<file path="src/rtl/pcc_attr_pkg.sv">
package pcc_attr_pkg;

  // Number of bytes in the card information structure.
  localparam int CIS_LEN = 43;

  // Structure byte k; bytes past the end read as the terminator value.
  function automatic logic [7:0] cis_byte(input int k);
    logic [7:0] b;
    case (k)
      // device information tuple
      0:  b = 8'h01;  1:  b = 8'h03;  2:  b = 8'hD4;  3:  b = 8'h00;
      4:  b = 8'hFF;
      // version / product strings tuple
      5:  b = 8'h15;  6:  b = 8'h10;  7:  b = 8'h04;  8:  b = 8'h01;
      9:  b = 8'h4D;  10: b = 8'h53;  11: b = 8'h53;  12: b = 8'h00;
      13: b = 8'h43;  14: b = 8'h4F;  15: b = 8'h4D;  16: b = 8'h20;
      17: b = 8'h31;  18: b = 8'h33;  19: b = 8'h30;  20: b = 8'h30;
      21: b = 8'h00;  22: b = 8'hFF;
      // manufacturer identity tuple
      23: b = 8'h20;  24: b = 8'h04;  25: b = 8'h00;  26: b = 8'h00;
      27: b = 8'h01;  28: b = 8'h01;
      // configuration tuple: base 0x0200, mask selects option register
      29: b = 8'h1A;  30: b = 8'h05;  31: b = 8'h01;  32: b = 8'h01;
      33: b = 8'h00;  34: b = 8'h02;  35: b = 8'h01;
      // configuration table entry: index 1, memory-or-I/O, 8-bit I/O range
      36: b = 8'h1B;  37: b = 8'h04;  38: b = 8'hC1;  39: b = 8'h01;
      40: b = 8'h08;  41: b = 8'h46;
      // end of chain
      default: b = 8'hFF;
    endcase
    return b;
  endfunction

endpackage

</file>
<file path="src/rtl/pcc_sync.sv">
module pcc_sync #(
  parameter int W      = 5,
  parameter int STAGES = 2
) (
  input  logic         clk,
  input  logic         rst,
  input  logic [W-1:0] d,
  output logic [W-1:0] q
);

  logic [W-1:0] chain [STAGES];

  for (genvar s = 0; s < STAGES; s++) begin : g_stage
    if (s == 0) begin : g_first
      always_ff @(posedge clk) begin
        if (rst) chain[s] <= '0;
        else     chain[s] <= d;
      end
    end else begin : g_next
      always_ff @(posedge clk) begin
        if (rst) chain[s] <= '0;
        else     chain[s] <= chain[s-1];
      end
    end
  end

  assign q = chain[STAGES-1];

endmodule

</file>
<file path="src/rtl/pcc_cis_rom.sv">
module pcc_cis_rom
  import pcc_attr_pkg::*;
#(
  parameter int DEPTH = 64,
  parameter int IW    = $clog2(DEPTH)
) (
  input  logic          clk,
  input  logic [IW-1:0] rd_idx,
  output logic [7:0]    rd_byte
);

  logic [7:0] mem [DEPTH];

  for (genvar i = 0; i < DEPTH; i++) begin : g_fill
    assign mem[i] = cis_byte(i);
  end

  // Registered read, no reset: maps onto a block RAM read port.
  always_ff @(posedge clk) begin
    rd_byte <= mem[rd_idx];
  end

endmodule

</file>
<file path="src/rtl/pcc_cor_reg.sv">
module pcc_cor_reg #(
  parameter int IDX_W = 6
) (
  input  logic             clk,
  input  logic             rst,
  input  logic             wr_en,
  input  logic [7:0]       wr_byte,
  output logic [7:0]       cor_q,
  output logic             io_en
);

  always_ff @(posedge clk) begin
    if (rst) begin
      cor_q <= '0;
      io_en <= 1'b0;
    end else if (wr_en) begin
      cor_q <= wr_byte;
      io_en <= (wr_byte[IDX_W-1:0] == IDX_W'(1));
    end
  end

endmodule

</file>
<file path="src/rtl/pccard_attr_resp.sv">
module pccard_attr_resp
  import pcc_attr_pkg::*;
#(
  parameter int          ADDR_W      = 12,
  parameter int          SYNC_STAGES = 2,
  parameter int          ROM_DEPTH   = 64,
  parameter int unsigned COR_ADDR    = 32'h200,
  parameter int          IDX_W       = 6
) (
  input  logic              clk,
  input  logic              rst,
  input  logic [ADDR_W-1:0] host_addr,
  input  logic              host_reg_n,
  input  logic              host_ce1_n,
  input  logic              host_ce2_n,
  input  logic              host_oe_n,
  input  logic              host_we_n,
  input  logic [7:0]        host_wdata,
  output logic [15:0]       host_rdata,
  output logic              host_rdata_oe_lo,
  output logic              host_rdata_oe_hi,
  output logic [IDX_W-1:0]  cfg_index,
  output logic              io_enable
);

  localparam int ROM_IW = $clog2(ROM_DEPTH);
  localparam int WORD_W = ADDR_W - 1;
  localparam logic [ADDR_W-1:0] COR_A = ADDR_W'(COR_ADDR);
  localparam logic [WORD_W-1:0] CIS_WORDS = WORD_W'(CIS_LEN);
  localparam int NSTRB = 5;
  localparam int S_REG = 4;
  localparam int S_CE1 = 3;
  localparam int S_CE2 = 2;
  localparam int S_OE  = 1;
  localparam int S_WE  = 0;

  // ---------------- strobe synchronizer ----------------
  logic [NSTRB-1:0] strb_raw;
  logic [NSTRB-1:0] strb_s;

  assign strb_raw = {~host_reg_n, ~host_ce1_n, ~host_ce2_n, ~host_oe_n, ~host_we_n};

  pcc_sync #(.W(NSTRB), .STAGES(SYNC_STAGES)) u_sync (
    .clk (clk),
    .rst (rst),
    .d   (strb_raw),
    .q   (strb_s)
  );

  logic rd_lo_s;
  logic rd_hi_s;
  assign rd_lo_s = strb_s[S_REG] & strb_s[S_CE1] & strb_s[S_OE];
  assign rd_hi_s = rd_lo_s & strb_s[S_CE2];

  // ---------------- address and write data capture ----------------
  logic [ADDR_W-1:0] addr_q;
  logic [7:0]        wdata_q;

  always_ff @(posedge clk) begin
    if (rst) begin
      addr_q  <= '0;
      wdata_q <= '0;
    end else begin
      addr_q  <= host_addr;
      wdata_q <= host_wdata;
    end
  end

  logic hit_cor;
  logic hit_rom;
  assign hit_cor = (addr_q == COR_A);
  assign hit_rom = (addr_q[ADDR_W-1:1] < CIS_WORDS);

  // ---------------- configuration option register ----------------
  logic we_prev;
  logic cor_we;
  logic [7:0] cor_q;

  always_ff @(posedge clk) begin
    if (rst) we_prev <= 1'b0;
    else     we_prev <= strb_s[S_WE];
  end

  assign cor_we = strb_s[S_WE] & ~we_prev & strb_s[S_REG] & strb_s[S_CE1]
                & ~strb_s[S_OE] & hit_cor;

  pcc_cor_reg #(.IDX_W(IDX_W)) u_cor (
    .clk     (clk),
    .rst     (rst),
    .wr_en   (cor_we),
    .wr_byte (wdata_q),
    .cor_q   (cor_q),
    .io_en   (io_enable)
  );

  assign cfg_index = cor_q[IDX_W-1:0];

  // ---------------- structure ROM (stage A) ----------------
  logic [7:0] rom_q;

  pcc_cis_rom #(.DEPTH(ROM_DEPTH), .IW(ROM_IW)) u_rom (
    .clk     (clk),
    .rd_idx  (addr_q[ROM_IW:1]),
    .rd_byte (rom_q)
  );

  logic odd_d;
  logic cor_d;
  logic rom_d;

  always_ff @(posedge clk) begin
    if (rst) begin
      odd_d <= 1'b0;
      cor_d <= 1'b0;
      rom_d <= 1'b0;
    end else begin
      odd_d <= addr_q[0];
      cor_d <= hit_cor;
      rom_d <= hit_rom;
    end
  end

  // ---------------- output stage B ----------------
  logic [7:0] lo_next;

  always_comb begin
    if (odd_d)      lo_next = 8'hFF;
    else if (cor_d) lo_next = cor_q;
    else if (rom_d) lo_next = rom_q;
    else            lo_next = 8'hFF;
  end

  always_ff @(posedge clk) begin
    if (rst) begin
      host_rdata       <= '0;
      host_rdata_oe_lo <= 1'b0;
      host_rdata_oe_hi <= 1'b0;
    end else begin
      host_rdata       <= {8'h00, lo_next};
      host_rdata_oe_lo <= rd_lo_s;
      host_rdata_oe_hi <= rd_hi_s;
    end
  end

endmodule

</file>
<file path="config.mk">
export PLATFORM = sky130hd
export DESIGN_NAME = pccard_attr_resp
export DESIGN_NICKNAME = d
export VERILOG_FILES = /design/src/rtl/pcc_attr_pkg.sv /design/src/rtl/pcc_sync.sv /design/src/rtl/pcc_cis_rom.sv /design/src/rtl/pcc_cor_reg.sv /design/src/rtl/pccard_attr_resp.sv
export SDC_FILE = /design/constraint.sdc
export NUM_CORES = 1
export LEC_CHECK = 0
export ABC_AREA = 1
export BUFFER_PORTS_ARGS = -buffer_cell sky130_fd_sc_hd__buf_2
export CORE_UTILIZATION = 45
export DETAILED_ROUTE_END_ITERATION = 8
export PLACE_DENSITY = 0.71
export REMOVE_ABC_BUFFERS = 1
export SETUP_SLACK_MARGIN = 0.5
export SLEW_MARGIN = 20
export SYNTH_ARGS = -nofsm -noshare
export SYNTH_HDL_FRONTEND = slang
export SYNTH_HIERARCHICAL = 1
export SYNTH_SLANG_ARGS = --single-unit
export TNS_END_PERCENT = 100
</file>
<file path="constraint.sdc">
create_clock -name clk -period 1.3 [get_ports clk]
set_input_delay 0.13 -clock clk [delete_from_list [all_inputs] [get_ports clk]]
set_output_delay 0.13 -clock clk [all_outputs]
set_load 0.01 [all_outputs]
</file>
==> flow_metrics.env <==
export IMPL_run_status="finished with violations"
export IMPL_failed_checks="negative setup slack"
export IMPL_root_buffer="clkbuf_8"
export IMPL_core_region_area_sq_um=5540
export IMPL_globalplace_congestion=0.915
export IMPL_finalWorstPathRequiredPeriod_ns=1.40
export IMPL_layoutNonFillerInstCount=518
export IMPL_viasPerCell=4.64
export IMPL_cp_max_fo=5
export IMPL_worstSetupStartpointType="register"
export IMPL_ys_top_cells_by_area="dfxtp_1 47%, nor2_1 9.0%, nand2_1 8.7%, inv_1 8.1%, a21oi_1 4.8%"
export IMPL_ir_drop_v=0.000798
export IMPL_crit_top_cell="nand2_1"
export IMPL_power_density_nw_per_um2=1070
export IMPL_post_drt_wl_per_cell_um=11.2
export IMPL_buffer_ports_inserted=43
export IMPL_yosys_area_top_type="dfxtp_1"
export IMPL_synth_seq_cells=61
export IMPL_syn_to_final_growth_pct=46.4
export IMPL_synthesis_area_sq_um=2590
export IMPL_synth_cell_types=30
export IMPL_rsz0062_at_grt="true"
export IMPL_htree_levels=3
export IMPL_initial_core_util=0.467
export IMPL_hold_viol=0
export IMPL_synth_top_cell_area_share=0.472
export IMPL_grt_pass1_wl_mm=9.16
export IMPL_skew_ns=0.00686
export IMPL_insertion_delay_ns=0.33
export IMPL_antenna_found_initial=0
export IMPL_num_io_pins=52
export IMPL_r2r_end="u_cor/io_en$_SDFFE_PP0P_"
export IMPL_reg2reg_depth=9
export IMPL_worstPathArrival_ns=1.66
export IMPL_cp_slowest_cell="dfxtp_1"
export IMPL_total_power_w=0.00405
export IMPL_grt_pass1_vias=2136
export IMPL_drc=0
export IMPL_synthArstFlopShare=0
export IMPL_numCtsBuffers=9
export IMPL_dr_pass1_iters=4
export IMPL_std_cell_rows=27
export IMPL_worstPathRequired_ns=1.57
export IMPL_clock_path_buffers=2
export IMPL_clkSinkCount=61
export IMPL_hold_class="in -> reg"
export IMPL_fp_dieH_um=77.8
export IMPL_synth_common_cells="62 x nor2_1, 61 x dfxtp_1, 60 x nand2_1"
export IMPL_regToRegStartpoint="addr_q[6]$_SDFF_PP0_"
export IMPL_drv_slew=0
export IMPL_yosysMostFrequentCell="nor2_1"
export IMPL_vias=2405
export IMPL_fin_crit_sh=1.07
export IMPL_cp_cell_sequence="or2_0 -> nor2_1 -> nand2_1 -> nor2_2 -> buf_6 -> nand2_1 -> nor2_2 -> nand2_1 -> a21oi_2"
export IMPL_die_area_sq_um=6060
export IMPL_nets=474
export IMPL_critPathCaptureType="register"
export IMPL_yosysSeqAreaShare=0.472
export IMPL_cts_tree="yes"
export IMPL_syn_area_per_cell_sq_um=7.42
export IMPL_min_from="rst"
export IMPL_synth_warnings=6
export IMPL_drive_gt1_frac=0.370
export IMPL_setup_ws_ns=-0.0953
export IMPL_postRouteAntennaNets=0
export IMPL_maxCapViolCount=0
export IMPL_finalSetupViolCount=7
export IMPL_synth_cells=349
export IMPL_diodes=0
export IMPL_dp_hpwl_mm=3.54
export IMPL_synth_top_flop_cell="dfxtp_1"
export IMPL_fmax_ghz=0.717
export IMPL_clk_pin_slew_worst_paths_ns=0.07
export IMPL_dp_cells=461
export IMPL_track_usage=0.197
export IMPL_crit_path_start="addr_q[6]$_SDFF_PP0_"
export IMPL_r2r_setup_slack_ns=-0.1
export IMPL_crit_end="u_cor/io_en$_SDFFE_PP0P_"
export IMPL_drtIter0Drc=141
export IMPL_die_x_um=77.8
export IMPL_p_leak_nw=1.86
export IMPL_grt_max_degree=25
export IMPL_slowest_delay_ns=0.31
export IMPL_routed_wl_mm=5.80
export IMPL_utilization=0.684
export IMPL_crit_type="reg -> reg"
export IMPL_grt_overflow=0
export IMPL_synth_edf_count=0
export IMPL_final_area_sq_um=3790
export IMPL_postPlaceCellArea_sq_um=2840
## flip-flops by register name (all words and copies together), names as in the netlist, 8 cells and up
name and cells:
u_cor/cor_q 8, u_rom/rd_byte 8, u_sync/chain 10, wdata_q 8, addr_q 12, host_rdata 8
## power breakdown
group          switching [W]  internal (W)
clock               0.000677      0.000793
sequential         0.0000529       0.00197
combinational       0.000295      0.000265
## final cells by class
cell class,instances,area [sq um]
Clock buffer,13,159
Timing Repair Buffer,94,763
Inverter,62,263
Fill cell,439,1750
Multi-Input combinational cell,213,1240
Clock inverter,3,20.0
Tap cell,72,90.1
Sequential cell,61,1250
## cell usage in the layout (no fill, tap or decap), types with 12 or more instances in the layout
cell           Yosys  routed
nand2_1           60      55
nor2_1            62      53
inv_1             56      51
dfxtp_1           61      45
buf_2              6      34
dlygate4sd3_1      0      25
buf_6              5      18
buf_4              8      16
a21oi_1           25      13
o21ai_2            2      12
dfxtp_2            0      12
## stage by stage
stage,setup slack [ns],hold slack [ns],TNS (ns)
global route,-0.250,0.257,-1.23
global placement,-0.0131,0.329,-0.0131
detailed placement,-0.0277,0.336,-0.0624
finish,-0.0953,0.222,-0.289
floorplan,-0.418,0.199,-3.27
CTS,-0.00295,0.000586,-0.00493
## worst min-delay path by stage
stage                                          end  slack [ns]  cells after the start
after CTS                     addr_q[7]$_SDFF_PP0_      0.0006                      3
after floorplan           host_rdata[0]$_SDFF_PP0_        0.20                      1
after global routing              rom_d$_SDFF_PP0_        0.26                      6
after global placement       wdata_q[4]$_SDFF_PP0_        0.33                      3
final                             rom_d$_SDFF_PP0_        0.22                      6
after detailed placement     wdata_q[0]$_SDFF_PP0_        0.34                      3
## kinds of logic (layout without fill, tap and decap cells)
family	count (synthesis)	count (layout)	synth area share
AOI/OAI and AO/OA	57	57	0.119
adders and majority gates	6	6	0.0290
buffers and inverters	82	172	0.149
DFF	61	61	0.472
other	1	8	0.00145
and+or+nand+nor	142	142	0.229
## what timing repair did
item,4_1_cts,5_1_grt
endpoints found under the setup margin,44,45
gates cloned,2,0
hold buffers,24,1
endpoints found under the hold margin,24,1
setup buffers,9,5
resized for setup,57,61
pin swaps,2,23
## layer usage
layer  track usage  part of all wire  vias to the layer above
met2         0.350              0.51                       79
met3        0.0741             0.058                        7
li1              -                 -                     1234
met4        0.0642            0.0076                        0
met1         0.214              0.42                     1085
met5             0                 0                        -
## worst max-delay path, delay by kind of cell, from the launching register on
| kind | cells | cell delay, ns |
|---|---|---|
| flops | 1 | 0.31 |
| compound gates | 1 | 0.12 |
| simple gates | 7 | 0.78 |
| buf+inv | 1 | 0.13 |
No activity file was read; power rests on OpenSTA's default activity.
